[src/rtl/sdd_pkg.sv]
package sdd_pkg;
  // default geometry of the decimator
  localparam int SDD_N_CH      = 6;
  localparam int SDD_OUT_W     = 16;
  localparam int SDD_DIV_W     = 2;
  localparam int SDD_RATE_W    = 2;
  localparam int SDD_LOG2_RMIN = 5;
  localparam int SDD_MOD_OSR   = 8;
  localparam int SDD_SETTLE    = 2;
  localparam int SDD_ORDER     = 3;

  // accumulator width for a given largest log2 ratio: order*log2(R) of growth,
  // one sign bit, and one more so that +R^3 is representable
  function automatic int sdd_acc_w(input int log2_rmax);
    return SDD_ORDER * log2_rmax + 2;
  endfunction
endpackage

[src/rtl/sdd_tick_gen.sv]
module sdd_tick_gen #(
  parameter int DIV_W = 2,
  parameter int SUB   = 8
) (
  input  logic             clk,
  input  logic             rst_n,
  input  logic [DIV_W-1:0] div_set,
  output logic             mod_tick
);
  localparam int SUB_W = $clog2(SUB);

  logic [DIV_W-1:0] div_cnt, div_nx;
  logic [SUB_W-1:0] sub_cnt, sub_nx;
  logic             int_en;

  always_comb begin
    int_en   = (div_cnt >= div_set);
    div_nx   = int_en ? '0 : div_cnt + 1'b1;
    sub_nx   = sub_cnt;
    if (int_en) begin
      sub_nx = (sub_cnt == SUB_W'(SUB - 1)) ? '0 : sub_cnt + 1'b1;
    end
    mod_tick = int_en && (sub_cnt == SUB_W'(SUB - 1));
  end

  always_ff @(posedge clk or negedge rst_n) begin
    if (!rst_n) begin
      div_cnt <= '0;
      sub_cnt <= '0;
    end else begin
      div_cnt <= div_nx;
      sub_cnt <= sub_nx;
    end
  end

  // modulator ticks never come back to back
  p_tick_spacing_r2: assert property (@(posedge clk) disable iff (!rst_n)
    mod_tick |=> !mod_tick);
endmodule

[src/rtl/sdd_ctrl.sv]
module sdd_ctrl #(
  parameter int RATE_W    = 2,
  parameter int LOG2_RMIN = 5,
  parameter int OUT_W     = 16,
  parameter int SETTLE    = 2,
  parameter int ORDER     = 3,
  parameter int SH_W      = 5
) (
  input  logic              clk,
  input  logic              rst_n,
  input  logic              tick,
  input  logic [RATE_W-1:0] rate_sel,
  output logic              dump,
  output logic              flush,
  output logic              load,
  output logic [SH_W-1:0]   shift,
  output logic              valid
);
  localparam int N_RATES = 1 << RATE_W;
  localparam int PH_W    = LOG2_RMIN + N_RATES - 1;
  localparam int ST_W    = $clog2(SETTLE + 1);

  logic [PH_W-1:0]   phase, phase_nx;
  logic [RATE_W-1:0] rate_q, rate_nx;
  logic [ST_W-1:0]   settle, settle_nx;
  logic              valid_nx;
  logic [PH_W:0]     rlen;
  logic              last, change;

  always_comb begin
    rlen   = {{PH_W{1'b0}}, 1'b1} << (LOG2_RMIN + int'(rate_q));
    last   = tick && ({1'b0, phase} == rlen - 1'b1);
    change = (rate_sel != rate_q);
    flush  = last && change;
    dump   = last && !change;
    load   = dump && (settle == ST_W'(SETTLE));
    shift  = SH_W'(ORDER * (LOG2_RMIN + int'(rate_q)) - (OUT_W - 1));

    phase_nx = phase;
    if (tick) begin
      phase_nx = last ? '0 : phase + 1'b1;
    end
    rate_nx   = flush ? rate_sel : rate_q;
    settle_nx = settle;
    if (flush) begin
      settle_nx = '0;
    end else if (dump && (settle != ST_W'(SETTLE))) begin
      settle_nx = settle + 1'b1;
    end
    valid_nx = load;
  end

  always_ff @(posedge clk or negedge rst_n) begin
    if (!rst_n) begin
      phase  <= '0;
      rate_q <= '0;
      settle <= '0;
      valid  <= 1'b0;
    end else begin
      phase  <= phase_nx;
      rate_q <= rate_nx;
      settle <= settle_nx;
      valid  <= valid_nx;
    end
  end

  // the phase counter stays inside the window of the active ratio
  p_phase_in_window_r3: assert property (@(posedge clk) disable iff (!rst_n)
    ({1'b0, phase} < rlen));

  // the active ratio changes only on a flush boundary
  p_rate_moves_on_flush_r8: assert property (@(posedge clk) disable iff (!rst_n)
    (rate_q != $past(rate_q)) |-> $past(flush));

  // a flush is never followed by an immediate load
  p_flush_then_quiet_r8: assert property (@(posedge clk) disable iff (!rst_n)
    flush |=> !valid);
endmodule

[src/rtl/sdd_cic_chan.sv]
module sdd_cic_chan #(
  parameter int ACC_W = 26,
  parameter int OUT_W = 16,
  parameter int SH_W  = 5
) (
  input  logic                    clk,
  input  logic                    rst_n,
  input  logic                    tick,
  input  logic                    dump,
  input  logic                    flush,
  input  logic                    load,
  input  logic                    bit_in,
  input  logic [SH_W-1:0]         shift,
  output logic signed [OUT_W-1:0] pcm
);
  localparam logic signed [ACC_W-1:0] POS_LIM = ACC_W'((1 << (OUT_W - 1)) - 1);
  localparam logic signed [ACC_W-1:0] NEG_LIM = ~POS_LIM;

  logic signed [ACC_W-1:0] i1, i2, i3, d1, d2, d3;
  logic signed [ACC_W-1:0] i1_n, i2_n, i3_n, c1, c2, c3, x, scaled, full;
  logic signed [OUT_W-1:0] sat;

  always_comb begin
    x      = bit_in ? ACC_W'(1) : '1;
    i1_n   = i1 + x;
    i2_n   = i2 + i1_n;
    i3_n   = i3 + i2_n;
    c1     = i3_n - d1;
    c2     = c1 - d2;
    c3     = c2 - d3;
    scaled = c3 >>> shift;
    if (scaled > POS_LIM) begin
      sat = POS_LIM[OUT_W-1:0];
    end else if (scaled < NEG_LIM) begin
      sat = NEG_LIM[OUT_W-1:0];
    end else begin
      sat = scaled[OUT_W-1:0];
    end
    full = ACC_W'(1) << (int'(shift) + OUT_W - 1);
  end

  always_ff @(posedge clk or negedge rst_n) begin
    if (!rst_n) begin
      i1  <= '0;
      i2  <= '0;
      i3  <= '0;
      d1  <= '0;
      d2  <= '0;
      d3  <= '0;
      pcm <= '0;
    end else begin
      if (tick) begin
        if (flush) begin
          i1 <= '0;
          i2 <= '0;
          i3 <= '0;
          d1 <= '0;
          d2 <= '0;
          d3 <= '0;
        end else begin
          i1 <= i1_n;
          i2 <= i2_n;
          i3 <= i3_n;
          if (dump) begin
            d1 <= i3_n;
            d2 <= c1;
            d3 <= c2;
          end
        end
      end
      if (load) begin
        pcm <= sat;
      end
    end
  end

  // a settled comb result never exceeds the R^3 full-scale bound
  p_settled_bound_r5: assert property (@(posedge clk) disable iff (!rst_n)
    load |-> ((c3 <= full) && (c3 >= -full)));

  // the word holds whenever no load occurred
  p_pcm_hold_r9: assert property (@(posedge clk) disable iff (!rst_n)
    !load |=> $stable(pcm));
endmodule

[src/rtl/sd_decimator.sv]
module sd_decimator
  import sdd_pkg::*;
#(
  parameter int N_CH      = SDD_N_CH,
  parameter int OUT_W     = SDD_OUT_W,
  parameter int DIV_W     = SDD_DIV_W,
  parameter int RATE_W    = SDD_RATE_W,
  parameter int LOG2_RMIN = SDD_LOG2_RMIN,
  parameter int MOD_OSR   = SDD_MOD_OSR,
  parameter int SETTLE    = SDD_SETTLE
) (
  input  logic                    clk,
  input  logic                    rst_n,
  input  logic [DIV_W-1:0]        mclk_div,
  input  logic [RATE_W-1:0]       rate_sel,
  input  logic [N_CH-1:0]         mod_bits,
  output logic [N_CH*OUT_W-1:0]   pcm_data,
  output logic                    pcm_valid
);
  localparam int N_RATES   = 1 << RATE_W;
  localparam int LOG2_RMAX = LOG2_RMIN + N_RATES - 1;
  localparam int ACC_W     = sdd_acc_w(LOG2_RMAX);
  localparam int SH_W      = $clog2(SDD_ORDER * LOG2_RMAX + 1);

  logic [1:0]      rst_pipe;
  logic            rst_sync_n;
  logic            tick, dump, flush, load;
  logic [SH_W-1:0] shift;

  always_ff @(posedge clk or negedge rst_n) begin
    if (!rst_n) begin
      rst_pipe <= '0;
    end else begin
      rst_pipe <= {rst_pipe[0], 1'b1};
    end
  end
  assign rst_sync_n = rst_pipe[1];

  sdd_tick_gen #(.DIV_W(DIV_W), .SUB(MOD_OSR)) u_tick (
    .clk(clk), .rst_n(rst_sync_n), .div_set(mclk_div), .mod_tick(tick)
  );

  sdd_ctrl #(
    .RATE_W(RATE_W), .LOG2_RMIN(LOG2_RMIN), .OUT_W(OUT_W),
    .SETTLE(SETTLE), .ORDER(SDD_ORDER), .SH_W(SH_W)
  ) u_ctrl (
    .clk(clk), .rst_n(rst_sync_n), .tick(tick), .rate_sel(rate_sel),
    .dump(dump), .flush(flush), .load(load), .shift(shift), .valid(pcm_valid)
  );

  for (genvar c = 0; c < N_CH; c++) begin : g_chan
    sdd_cic_chan #(.ACC_W(ACC_W), .OUT_W(OUT_W), .SH_W(SH_W)) u_cic (
      .clk(clk), .rst_n(rst_sync_n), .tick(tick), .dump(dump), .flush(flush),
      .load(load), .bit_in(mod_bits[c]), .shift(shift),
      .pcm(pcm_data[c*OUT_W +: OUT_W])
    );
  end

  // the strobe lasts one cycle
  p_valid_pulse_r10: assert property (@(posedge clk) disable iff (!rst_sync_n)
    pcm_valid |=> !pcm_valid);
endmodule

[config.mk]
export PLATFORM = sky130hd
export DESIGN_NAME = sd_decimator
export DESIGN_NICKNAME = d
export VERILOG_FILES = /design/src/rtl/sdd_pkg.sv /design/src/rtl/sdd_tick_gen.sv /design/src/rtl/sdd_ctrl.sv /design/src/rtl/sdd_cic_chan.sv /design/src/rtl/sd_decimator.sv
export SDC_FILE = /design/constraint.sdc
export NUM_CORES = 2
export LEC_CHECK = 0
export BUFFER_PORTS_ARGS = -buffer_cell sky130_fd_sc_hd__buf_4
export CAP_MARGIN = 25
export CORE_AREA = 2 2 536 538
export CTS_BUF_LIST = sky130_fd_sc_hd__clkbuf_4 sky130_fd_sc_hd__clkbuf_8 sky130_fd_sc_hd__clkbuf_16
export CTS_CLUSTER_DIAMETER = 150
export DETAILED_ROUTE_END_ITERATION = 6
export DIE_AREA = 0 0 538 540
export PLACE_DENSITY = 0.42
export SYNTH_ARGS = -nofsm -noshare
export SYNTH_HDL_FRONTEND = slang
export SYNTH_SLANG_ARGS = --single-unit
[constraint.sdc]
create_clock -name clk -period 31.1 [get_ports clk]
set_input_delay 3.11 -clock clk [delete_from_list [all_inputs] [get_ports clk]]
set_output_delay 3.11 -clock clk [all_outputs]
set_load 0.05 [all_outputs]
==> results.md <==
* Period minus WS final at 14.63 ns
* Top-area cell type share of the netlist area at 30.9%
* Layout cells sized above 1 at 6.16%
* TritonCTS clock tree: built
* Reg2reg setup slack at 18.78 ns
* First-pass GRT wire length at 389 mm
* Clk sinks at 1,052
* Num CTS Buffers at 155
* IO Pins at 109
* Post-synth EDFFs at 0
* Total length of routed wires at 243 mm
* Detail Route Antenna Nets at 0
* Worst path max stage delay at 0.73 ns
* Synth Warn # at 0
* Max Fclk at 68.3 MHz
* CP required at 31.74 ns
* Cell Rows at 196
* GRT Total Usage at 16.3%
* Layout area overhead at 12.0%
* Cell mode on critical path: a21oi_1
* Slowest CP cell: xnor2_1
* Die area at 0.291 mm²
* Fillers at 29,400
* Synthesized area at 0.0852 mm²
* H-tree levels at 4
* Pins Over Slew Limit at 0
* Max Root-Sink Buffers at 4
* WL/cell at 17.6 µm
* CTS resizes at 0
* Fin Setup TNS at 0 ns
* Sequential area share after synthesis at 30.9%
* Synth top area cells: dfrtp_1 31%, ha_1 13%, xnor2_1 5.9%, o21ai_0 5.1%, a22o_1 4.8%
* Pre-antenna DRT Iters at 5
* Area leader, netlist: dfrtp_1
* Routed vias at 70,600
* Worst slew pin tran at 1.10 ns
* Clock Skews at 0.0684 ns
* Gpl congestion at 0.826
* Fraction of registers with async set/reset at 100%
* Vias in the first global route at 70,600
* Worst hold-check path type: register to asynchronous set/reset pin
* Sequential cell area at 0.0263 mm²
* RSZ-0062 raised after global routing: no
* Most common flop cell mapped by yosys: dfrtp_1
* Avg Cell Area, Syn at 8.57 µm²
* Arrival @ worst endpoint at 15.27 ns
* Largest net degree at the start of global routing at 160
* Seq cells post-synth at 1,052
* Cts hold-fix bufs at 0
* Final #Nets at 10,900
* Crit Path Category: primary input to register
* Die W at 538 µm
* Fin. Hold Viols at 0
* Final period utilization at 47.1%
* Max-Cap Viols at 0
* Core area at 0.284 mm²
* Critical path buffers and inverters at 3
* CTS Root Cell: clkbuf_16
* Status: completed
* Die height at 540 µm
* Family with the most delay on the worst path: compound AO/OA/AOI/OAI gates
* Post-CTS Repair Setup Buffers at 0
* Unique masters post-synth at 89
* Crit. End Element: register
* Endpoints failing setup at 0
* Initial Util at 29.9%
* Drt via density at 5.12
* DRC at 0
* Initial DRC count at 3,545
* Grt total ovfl at 0
* Final HPWL DP at 174 mm
* Multi-input gate area at 0.0546 mm²
* Critical Path Fanout Max at 26
* Cell count after synthesis at 9,939
* Number of antenna violations at the first check in global routing at 9
* Number of port buffers at 108
* Mapped Nets at 10,900
* Worst-Skew Late Latency at 0.85 ns
* Startpoint types: primary input
* Clock slew seen by the registers of the worst setup and hold paths at 0.05 ns
* Slew HR at 26.5%
==> cell usage in the layout, fill, tap and decap left out, types with 55 or more instances in the layout <==
| cell type | n |
|---|---|
| dfrtp_1 | 1050 |
| ha_1 | 909 |
| nand2_1 | 871 |
| o21ai_0 | 869 |
| inv_1 | 801 |
| a21oi_1 | 752 |
| nor2_1 | 700 |
| xnor2_1 | 574 |
| a22o_1 | 464 |
| a21o_1 | 234 |
| xor2_1 | 219 |
| nand3_1 | 197 |
| buf_4 | 180 |
| mux2i_1 | 172 |
| clkbuf_16 | 157 |
| o21bai_1 | 134 |
| nor3_1 | 134 |
| a211oi_1 | 116 |
| nor2b_1 | 113 |
| o21a_1 | 107 |
| nand2b_1 | 99 |
| o211ai_1 | 73 |
| and3_1 | 69 |
| a31oi_1 | 68 |
| and2_1 | 65 |
| mux2_2 | 58 |
| a21boi_0 | 55 |
==> flip-flops by register name, summed over array words and instances, names as in the netlist, 8 cells and up <==
register,flops
g_chan.u_cic.d3,156
g_chan.u_cic.i3,156
g_chan.u_cic.i1,156
g_chan.u_cic.pcm,96
g_chan.u_cic.d1,156
g_chan.u_cic.i2,156
u_ctrl.phase,8
g_chan.u_cic.d2,156
==> layer usage <==
metal / vias to the layer above / track usage (%) / share of wire, % / routed length [µm]
met5: - / 0 / 0 / 0
met4: 0 / 5.51 / 3.6 / 8700
met3: 322 / 1.73 / 2.6 / 6240
met2: 841 / 26.7 / 46 / 111000
met1: 33900 / 22.3 / 48 / 117000
li1: 35500 / - / - / -
==> path summary, 6_finish.rpt <==
kind / cells past startpoint / end / start
setup / recovery: 51 / g_chan[4].u_cic.pcm[0] / mod_bits[4]
hold / removal: 0 / g_chan[2].u_cic.i1[16] / rst_pipe[1]
setup reg to reg: 49 / g_chan[5].u_cic.pcm[1] / g_chan[5].u_cic.i1[0]
hold reg to reg: 0 / g_chan[2].u_cic.i1[16] / rst_pipe[1]
max in group asynchronous: 4 / g_chan[3].u_cic.i3[2] / rst_pipe[1]
min in group clk: 0 / rst_pipe[1] / rst_pipe[0]
==> cells in the mapped netlist (172+ instances only) <==
cell type and number:
a21o_1 234, a21oi_1 753, a22o_1 464, clkbuf_1 320, dfrtp_1 1052, ha_1 912, inv_1 802, mux2i_1 172
nand2_1 873, nand3_1 197, nor2_1 702, o21ai_0 869, xnor2_1 574, xor2_1 219
==> cell type report <==
type,instances,area share (%)
inverters,806,3.19
clock buffers,223,4.87
clock inverters,38,0.544
flip-flops and latches,1052,27.6
diodes,3,0.00787
multi-input cells,7721,57.2
well taps,3762,4.93
repair buffers,189,1.62
==> through the flow <==
step | utilization (%) | instances | cell area, µm² | setup WS [ns] | hold slack [ns]
global route | 33.5 | 13800 | 95400 | 15.27 | 0.362
detailed placement | 31.7 | 13500 | 90100 | 15.49 | 0.347
global placement | 31.7 | 13500 | 90100 | 15.67 | 0.344
finish | 33.5 | 13800 | 95400 | 16.47 | 0.356
CTS | 33.5 | 13800 | 95300 | 16.33 | 0.359
floorplan | - | 9939 | 85200 | 14.04 | 0.331
==> cell families (layout without fill, tap and decap cells) <==
group           count (synthesis)  after routing  synth area share (%)
compound gates               3286           3286                  25.3
simple gates                 2445           2445                  13.0
buf+inv                      1166           1256                  5.15
flops                        1052           1052                  30.9
fa+ha+maj                     948            948                  14.2
xor+xnor                      802            802                  8.39
mux                           239            239                  3.03
other cells                     1              4               0.00440
Power is not shown: default switching activity piles up to over one toggle a cycle in this logic, so the estimate is an artifact.
